--- src/rtl/lir_pkg.sv ---
package lir_pkg;
    localparam int unsigned N_TMR   = 4;
    localparam int unsigned N_MBOX  = 4;
    localparam int unsigned PEND_W  = N_TMR + N_MBOX + 2;

    // word indices (byte address >> 2)
    localparam int unsigned IDX_CTRL    = 0;
    localparam int unsigned IDX_PRESC   = 2;
    localparam int unsigned IDX_GPU     = 3;
    localparam int unsigned IDX_PMU_SET = 4;
    localparam int unsigned IDX_PMU_CLR = 5;
    localparam int unsigned IDX_TCFG    = 16;
    localparam int unsigned IDX_MCFG    = 20;
    localparam int unsigned IDX_PEND    = 24;

    typedef struct packed {
        logic [3:0] fiq;
        logic [3:0] irq;
    } en_pair_t;

    typedef struct packed {
        logic [1:0] fiq_core;
        logic [1:0] irq_core;
    } gpu_route_t;

    function automatic logic in_bank(int unsigned idx, int unsigned base, int unsigned n);
        return (idx >= base) && (idx < base + n);
    endfunction
endpackage

--- src/rtl/lir_regs.sv ---
module lir_regs
    import lir_pkg::*;
#(
    parameter int unsigned NCORE = 4,
    parameter int unsigned AW    = 8,
    parameter int unsigned DW    = 32
) (
    input  logic                             clk,
    input  logic                             rst,
    input  logic                             wr_en,
    input  logic [AW-1:0]                    addr,
    input  logic [DW-1:0]                    wdata,
    input  logic [NCORE-1:0][PEND_W-1:0]     pend,
    output logic [DW-1:0]                    rdata,
    output logic [DW-1:0]                    ctrl_q,
    output logic [DW-1:0]                    presc_q,
    output gpu_route_t                       gpu_q,
    output en_pair_t                         pmu_q,
    output en_pair_t [NCORE-1:0]             tcfg_q,
    output en_pair_t [NCORE-1:0]             mcfg_q
);
    localparam int unsigned IW = AW - 2;
    logic [IW-1:0] idx;
    int unsigned   widx;
    assign idx  = addr[AW-1:2];
    assign widx = int'(idx);

    always_ff @(posedge clk) begin
        if (rst) begin
            ctrl_q  <= '0;
            presc_q <= '0;
            gpu_q   <= '0;
            pmu_q   <= '0;
            tcfg_q  <= '0;
            mcfg_q  <= '0;
        end else if (wr_en) begin
            if (widx == IDX_CTRL)    ctrl_q  <= wdata;
            if (widx == IDX_PRESC)   presc_q <= wdata;
            if (widx == IDX_GPU)     gpu_q   <= gpu_route_t'(wdata[3:0]);
            if (widx == IDX_PMU_SET) pmu_q   <= pmu_q | en_pair_t'(wdata[7:0]);
            if (widx == IDX_PMU_CLR) pmu_q   <= pmu_q & ~en_pair_t'(wdata[7:0]);
            for (int c = 0; c < NCORE; c++) begin
                if (widx == IDX_TCFG + c) tcfg_q[c] <= en_pair_t'(wdata[7:0]);
                if (widx == IDX_MCFG + c) mcfg_q[c] <= en_pair_t'(wdata[7:0]);
            end
        end
    end

    always_comb begin
        rdata = '0;
        if (widx == IDX_CTRL)  rdata = ctrl_q;
        if (widx == IDX_PRESC) rdata = presc_q;
        if (widx == IDX_GPU)   rdata = DW'(gpu_q);
        if (widx == IDX_PMU_SET || widx == IDX_PMU_CLR) rdata = DW'(pmu_q);
        for (int c = 0; c < NCORE; c++) begin
            if (widx == IDX_TCFG + c) rdata = DW'(tcfg_q[c]);
            if (widx == IDX_MCFG + c) rdata = DW'(mcfg_q[c]);
            if (widx == IDX_PEND + c) rdata = DW'(pend[c]);
        end
    end

    // set address leaves the written ones set
    a_r6_pmu_set: assert property (@(posedge clk) disable iff (rst)
        (wr_en && widx == IDX_PMU_SET) |=>
            ((pmu_q & $past(wdata[7:0])) == $past(wdata[7:0])));

    // clear address leaves the written ones cleared
    a_r6_pmu_clear: assert property (@(posedge clk) disable iff (rst)
        (wr_en && widx == IDX_PMU_CLR) |=> ((pmu_q & $past(wdata[7:0])) == 8'h00));

    // writes into the pending bank touch no configuration
    a_r8_pend_readonly: assert property (@(posedge clk) disable iff (rst)
        (wr_en && in_bank(widx, IDX_PEND, NCORE)) |=>
            ($stable(tcfg_q) && $stable(mcfg_q) && $stable(pmu_q) && $stable(gpu_q)
             && $stable(ctrl_q) && $stable(presc_q)));
endmodule

--- src/rtl/lir_core_route.sv ---
module lir_core_route
    import lir_pkg::*;
#(
    parameter int unsigned CORE = 0
) (
    input  logic                clk,
    input  logic                rst,
    input  logic [N_TMR-1:0]    tmr,
    input  logic [N_MBOX-1:0]   mbox,
    input  logic                gpu,
    input  logic                pmu,
    input  en_pair_t            tcfg,
    input  en_pair_t            mcfg,
    input  gpu_route_t          gpu_route,
    input  en_pair_t            pmu_en,
    output logic [PEND_W-1:0]   pend,
    output logic                irq_q,
    output logic                fiq_q
);
    logic [PEND_W-1:0] src, irq_en, fiq_en;

    assign src    = {pmu, gpu, mbox, tmr};
    assign irq_en = {pmu_en.irq[CORE], gpu_route.irq_core == 2'(CORE), mcfg.irq, tcfg.irq};
    assign fiq_en = {pmu_en.fiq[CORE], gpu_route.fiq_core == 2'(CORE), mcfg.fiq, tcfg.fiq};
    assign pend   = src & (irq_en | fiq_en);

    always_ff @(posedge clk) begin
        if (rst) begin
            irq_q <= 1'b0;
            fiq_q <= 1'b0;
        end else begin
            irq_q <= |(src & irq_en);
            fiq_q <= |(src & fiq_en);
        end
    end

    // an output only follows a cycle with something pending
    a_r9_out_needs_pend: assert property (@(posedge clk) disable iff (rst)
        (pend == '0) |=> (!irq_q && !fiq_q));

    // a pending bit never shows without its source
    a_r7_pend_has_src: assert property (@(posedge clk) disable iff (rst)
        ((pend & ~src) == '0));
endmodule

--- src/rtl/local_irq_router.sv ---
module local_irq_router
    import lir_pkg::*;
#(
    parameter int unsigned NCORE = 4,
    parameter int unsigned AW    = 8,
    parameter int unsigned DW    = 32
) (
    input  logic                  clk,
    input  logic                  rst,
    input  logic                  wr_en,
    input  logic [AW-1:0]         addr,
    input  logic [DW-1:0]         wdata,
    output logic [DW-1:0]         rdata,
    input  logic [NCORE*N_TMR-1:0]  tmr_i,
    input  logic [NCORE*N_MBOX-1:0] mbox_i,
    input  logic                  gpu_i,
    input  logic [NCORE-1:0]      pmu_i,
    output logic [NCORE-1:0]      irq_o,
    output logic [NCORE-1:0]      fiq_o
);
    logic [DW-1:0]                ctrl_q, presc_q;
    gpu_route_t                   gpu_q;
    en_pair_t                     pmu_q;
    en_pair_t [NCORE-1:0]         tcfg_q, mcfg_q;
    logic [NCORE-1:0][PEND_W-1:0] pend;
    logic [NCORE-1:0]             gpu_pend;

    lir_regs #(.NCORE(NCORE), .AW(AW), .DW(DW)) u_regs (
        .clk(clk), .rst(rst), .wr_en(wr_en), .addr(addr), .wdata(wdata),
        .pend(pend), .rdata(rdata), .ctrl_q(ctrl_q), .presc_q(presc_q),
        .gpu_q(gpu_q), .pmu_q(pmu_q), .tcfg_q(tcfg_q), .mcfg_q(mcfg_q)
    );

    for (genvar c = 0; c < NCORE; c++) begin : g_core
        lir_core_route #(.CORE(c)) u_route (
            .clk(clk), .rst(rst),
            .tmr(tmr_i[c*N_TMR +: N_TMR]),
            .mbox(mbox_i[c*N_MBOX +: N_MBOX]),
            .gpu(gpu_i), .pmu(pmu_i[c]),
            .tcfg(tcfg_q[c]), .mcfg(mcfg_q[c]),
            .gpu_route(gpu_q), .pmu_en(pmu_q),
            .pend(pend[c]), .irq_q(irq_o[c]), .fiq_q(fiq_o[c])
        );
        assign gpu_pend[c] = pend[c][N_TMR+N_MBOX];
    end

    // with one shared target core the graphics line reaches at most one core
    a_r5_gpu_single: assert property (@(posedge clk) disable iff (rst)
        (gpu_q.irq_core == gpu_q.fiq_core) |-> $onehot0(gpu_pend));

    // never more than the two selected cores
    a_r5_gpu_two_max: assert property (@(posedge clk) disable iff (rst)
        ($countones(gpu_pend) <= 2));

    // outputs quiet in the cycle after reset
    a_r1_reset_quiet: assert property (@(posedge clk)
        $past(rst) |-> (irq_o == '0 && fiq_o == '0));
endmodule

--- config.mk ---
export PLATFORM = sky130hd
export DESIGN_NAME = local_irq_router
export DESIGN_NICKNAME = d
export VERILOG_FILES = /design/src/rtl/lir_pkg.sv /design/src/rtl/lir_regs.sv /design/src/rtl/lir_core_route.sv /design/src/rtl/local_irq_router.sv
export SDC_FILE = /design/constraint.sdc
export NUM_CORES = 1
export LEC_CHECK = 0
export ABC_CLOCK_PERIOD_IN_PS = 3100
export BUFFER_PORTS_ARGS = -buffer_cell sky130_fd_sc_hd__buf_4
export CORE_MARGIN = 2
export CORE_UTILIZATION = 45
export CTS_BUF_LIST = sky130_fd_sc_hd__clkbuf_8 sky130_fd_sc_hd__clkbuf_16
export DETAILED_ROUTE_END_ITERATION = 10
export HOLD_SLACK_MARGIN = 0.03
export PLACE_DENSITY = 0.73
export SYNTH_ARGS = -nofsm -noshare
export SYNTH_HDL_FRONTEND = slang
export SYNTH_SLANG_ARGS = --single-unit
--- constraint.sdc ---
create_clock -name clk -period 3.1 [get_ports clk]
set_clock_uncertainty 0.2 [all_clocks]
set_input_delay 0.31 -clock clk [delete_from_list [all_inputs] [get_ports clk]]
set_output_delay 0.31 -clock clk [all_outputs]
set_load 0.02 [all_outputs]
==> results.py <==
metrics = {
    "run_status": {
        "status": "finished, final reports clean",
    },
    "clock_tree": {
        "clock_latency_ns": 0.43,
        "cts_tree": "built",
        "path_clk_slew_ns": 0.07,
        "cts_buffers": 17,
        "cts_buffer_depth": 2,
        "ctsHtreeMaxLevel": 4,
        "clock-root-buffer": "clkbuf_16",
        "clock-sinks": 148,
    },
    "synthesis": {
        "postSynthAreaPerCell_sq_um": 7.71,
        "synth_flop_cell": "dfxtp_1",
        "yosysWarnings": 0,
        "synth_edf_count": 0,
        "async_flop_share": 0,
        "syn_area_sq_mm": 0.00747,
        "yosysSeqAreaShare": 0.397,
        "synth_fp_nets": 1049,
        "synth.distinct_cells": 60,
        "ys_ff_latch": 148,
        "synth_cells": 969,
    },
    "timing": {
        "setup_slack_ns": 0.176,
        "fmax_mhz": 342,
        "slew_violations": 0,
        "finalCritPeriodShare": 0.943,
        "setup_viol": 0,
        "setup_tns_ns": 0,
        "rsz0062_at_grt": "no",
        "finalHoldViolCount": 0,
        "slew_headroom": 0.381,
        "worst_pin_slew_ns": 0.905,
        "min_period_ns": 2.92,
    },
    "detailed_routing": {
        "dr.max_layer_used": "met4",
        "firstDrtPassIters": 8,
        "wire_per_inst_um": 19.6,
        "post-route-drc-count": 0,
        "met1_length_mm": 10.9,
        "detail-route-antenna-nets": 0,
        "wl_met3_mm": 2.73,
        "vias": 8177,
        "wirelength_mm": 26.0,
        "drtIter0Drc": 999,
        "vias_per_cell": 6.16,
        "met2_length_mm": 11.4,
    },
    "die": {
        "rows": 47,
        "die_area_sq_mm": 0.0176,
        "io_pins": 120,
        "die_width_um": 133,
        "initial_core_util": 0.455,
        "dieHeight_um": 133,
        "core_area_sq_mm": 0.0164,
    },
    "grt": {
        "overflow": 0,
        "grt_pass1_wl_mm": 40.1,
        "grt_max_degree": 77,
        "grt_pass1_vias": 7448,
        "grtUsageTotal": 0.290,
        "antenna_found_initial": 0,
    },
    "final_layout": {
        "diodes": 0,
        "nets": 1174,
        "final_layout_size_suffix_gt1_frac": 0.184,
        "area.growth.synth_to_final_pct": 26.3,
    },
    "power_and_ir_drop": {
        "power.density_mw_per_mm2": 463,
        "p_leak_nw": 3.32,
        "peakVddDrop_uv": 429,
    },
    "setup_path": {
        "critPathMaxStageDelay_ns": 0.79,
        "cpMaxStageDelayCell": "a2111oi_0",
        "critPathMostFrequentCell": "buf_4",
        "cp-end-kind": "output port",
        "crit_chain": "buf_4, buf_4, nor2b_1, buf_4, o211ai_1, o211ai_1, a2111oi_0, o311ai_1, buf_4",
        "required_ns": 2.59,
        "crit_type": "primary input to output port",
        "r2r_setup_slack_ns": 1.22,
        "worstPathArrival_ns": 2.41,
        "reg2regPathDepth": 4,
        "cp_max_fo": 13,
        "critPathLaunchType": "primary input",
    },
    "placed_design": {
        "place.gp.congestion": 1.00,
        "pre_cts_slack_ns": 0.239,
        "dp_hpwl_mm": 17.5,
        "port_buffers": 117,
    },
    "worst_hold_path": {
        "holdPathStages": 3,
        "hold_path.class": "primary input to register",
    },
    "flow_run": {
        "maxCapViolCount": 0,
    },
}
cells in the final DEF, fill, tap and decap left out, types with 12 or more instances in the layout:
cell / n
a21oi_1: 160
a221oi_1: 14
a22o_1: 30
a31oi_1: 12
buf_4: 155
clkbuf_16: 17
dfxtp_1: 148
dlygate4sd3_1: 34
nand2_1: 226
nand3_1: 72
nor2_1: 29
o211ai_1: 19
o21ai_0: 29
power breakdown:
| group | internal, W | total (W) | switching (W) |
|---|---|---|---|
| combinational | 0.000157 | 0.000388 | 0.000231 |
| sequential | 0.00191 | 0.00192 | 0.00000853 |
| clock | 0.00119 | 0.00206 | 0.000868 |
path summary, 6_finish.rpt:
check                                  startpoint                      end
worst max-delay path                      addr[4]                 rdata[4]
worst min-delay path                     tmr_i[8]  g_core[2].u_route.fiq_q
worst min register to register  u_regs.ctrl_q[12]        u_regs.ctrl_q[12]
worst max register to register  u_regs.mcfg_q[25]  g_core[3].u_route.irq_q
cells by family after synthesis:
logic type | after synthesis | synth area share
compound gates | 341 | 0.296
buf+inv | 86 | 0.0598
flops | 148 | 0.397
mux | 8 | 0.0107
simple gates | 386 | 0.236
cells in the mapped netlist, types with 5 or more instances:
cell type,number,area share
o211ai_1,19,0.019
a221oi_1,14,0.016
a22o_1,30,0.035
and3_1,5,0.0042
nand3_1,72,0.048
a21oi_1,160,0.11
nand2_1,226,0.11
a222oi_1,11,0.015
dfxtp_1,148,0.40
buf_6,8,0.012
o22ai_1,11,0.0092
o21ai_0,29,0.019
a31oi_1,12,0.010
nor2_1,29,0.015
nand2b_1,5,0.0042
or3_1,6,0.0050
mux2i_1,8,0.011
buf_2,15,0.010
nor3_1,5,0.0034
buf_4,12,0.012
a311oi_1,9,0.011
clkbuf_1,46,0.023
a221o_1,6,0.0080
cell type report:
class                   instances  area (sq um)
multi-input cells             735          4060
fillers                      1534          6980
flip-flops and latches        148          2960
repair buffers                191          1540
inverters                       1          3.75
well taps                     220           275
clock buffers                  17           425
clock inverters                15           159
critical path, delay by kind of cell:
family	cells	cell delay, ns
compound gates	4	1.22
buf+inv	4	0.72
simple gates	1	0.15
per-layer routing:
metal	track usage	vias to the layer above
li1	-	3793
met1	0.410	3858
met2	0.428	458
met3	0.0609	68
met4	0.122	0
met5	0	-
sequential cells by signal, indices dropped and copies added (netlist names), named ones only:
register,cells
u_regs.gpu_q,4
g_core.u_route.irq_q,4
g_core.u_route.fiq_q,4
u_regs.mcfg_q,32
u_regs.presc_q,32
u_regs.ctrl_q,32
u_regs.tcfg_q,32
metrics by stage:
stage / instance area, sq um / std cells / hold WS, ns / util / power (W)
2_1_floorplan: 7470 / 969 / 0.220 / - / 0.00212
3_3_place_gp: 8500 / 1261 / 0.241 / 0.518 / 0.00231
3_5_place_dp: 8500 / 1261 / 0.248 / 0.518 / 0.00231
4_1_cts: 9430 / 1327 / 0.0333 / 0.575 / 0.00437
5_1_grt: 9430 / 1327 / 0.0534 / 0.575 / 0.00448
6_report: 9430 / 1327 / 0.0519 / 0.575 / 0.00437
timing repair:
action                                  CTS  global route
gates resized for setup                   0             2
setup buffers                             0             0
hold buffers                             34             0
hold endpoints to repair                 55             0
endpoints found under the setup margin    0             2
Note: power is estimated with default switching activity, not from simulation.
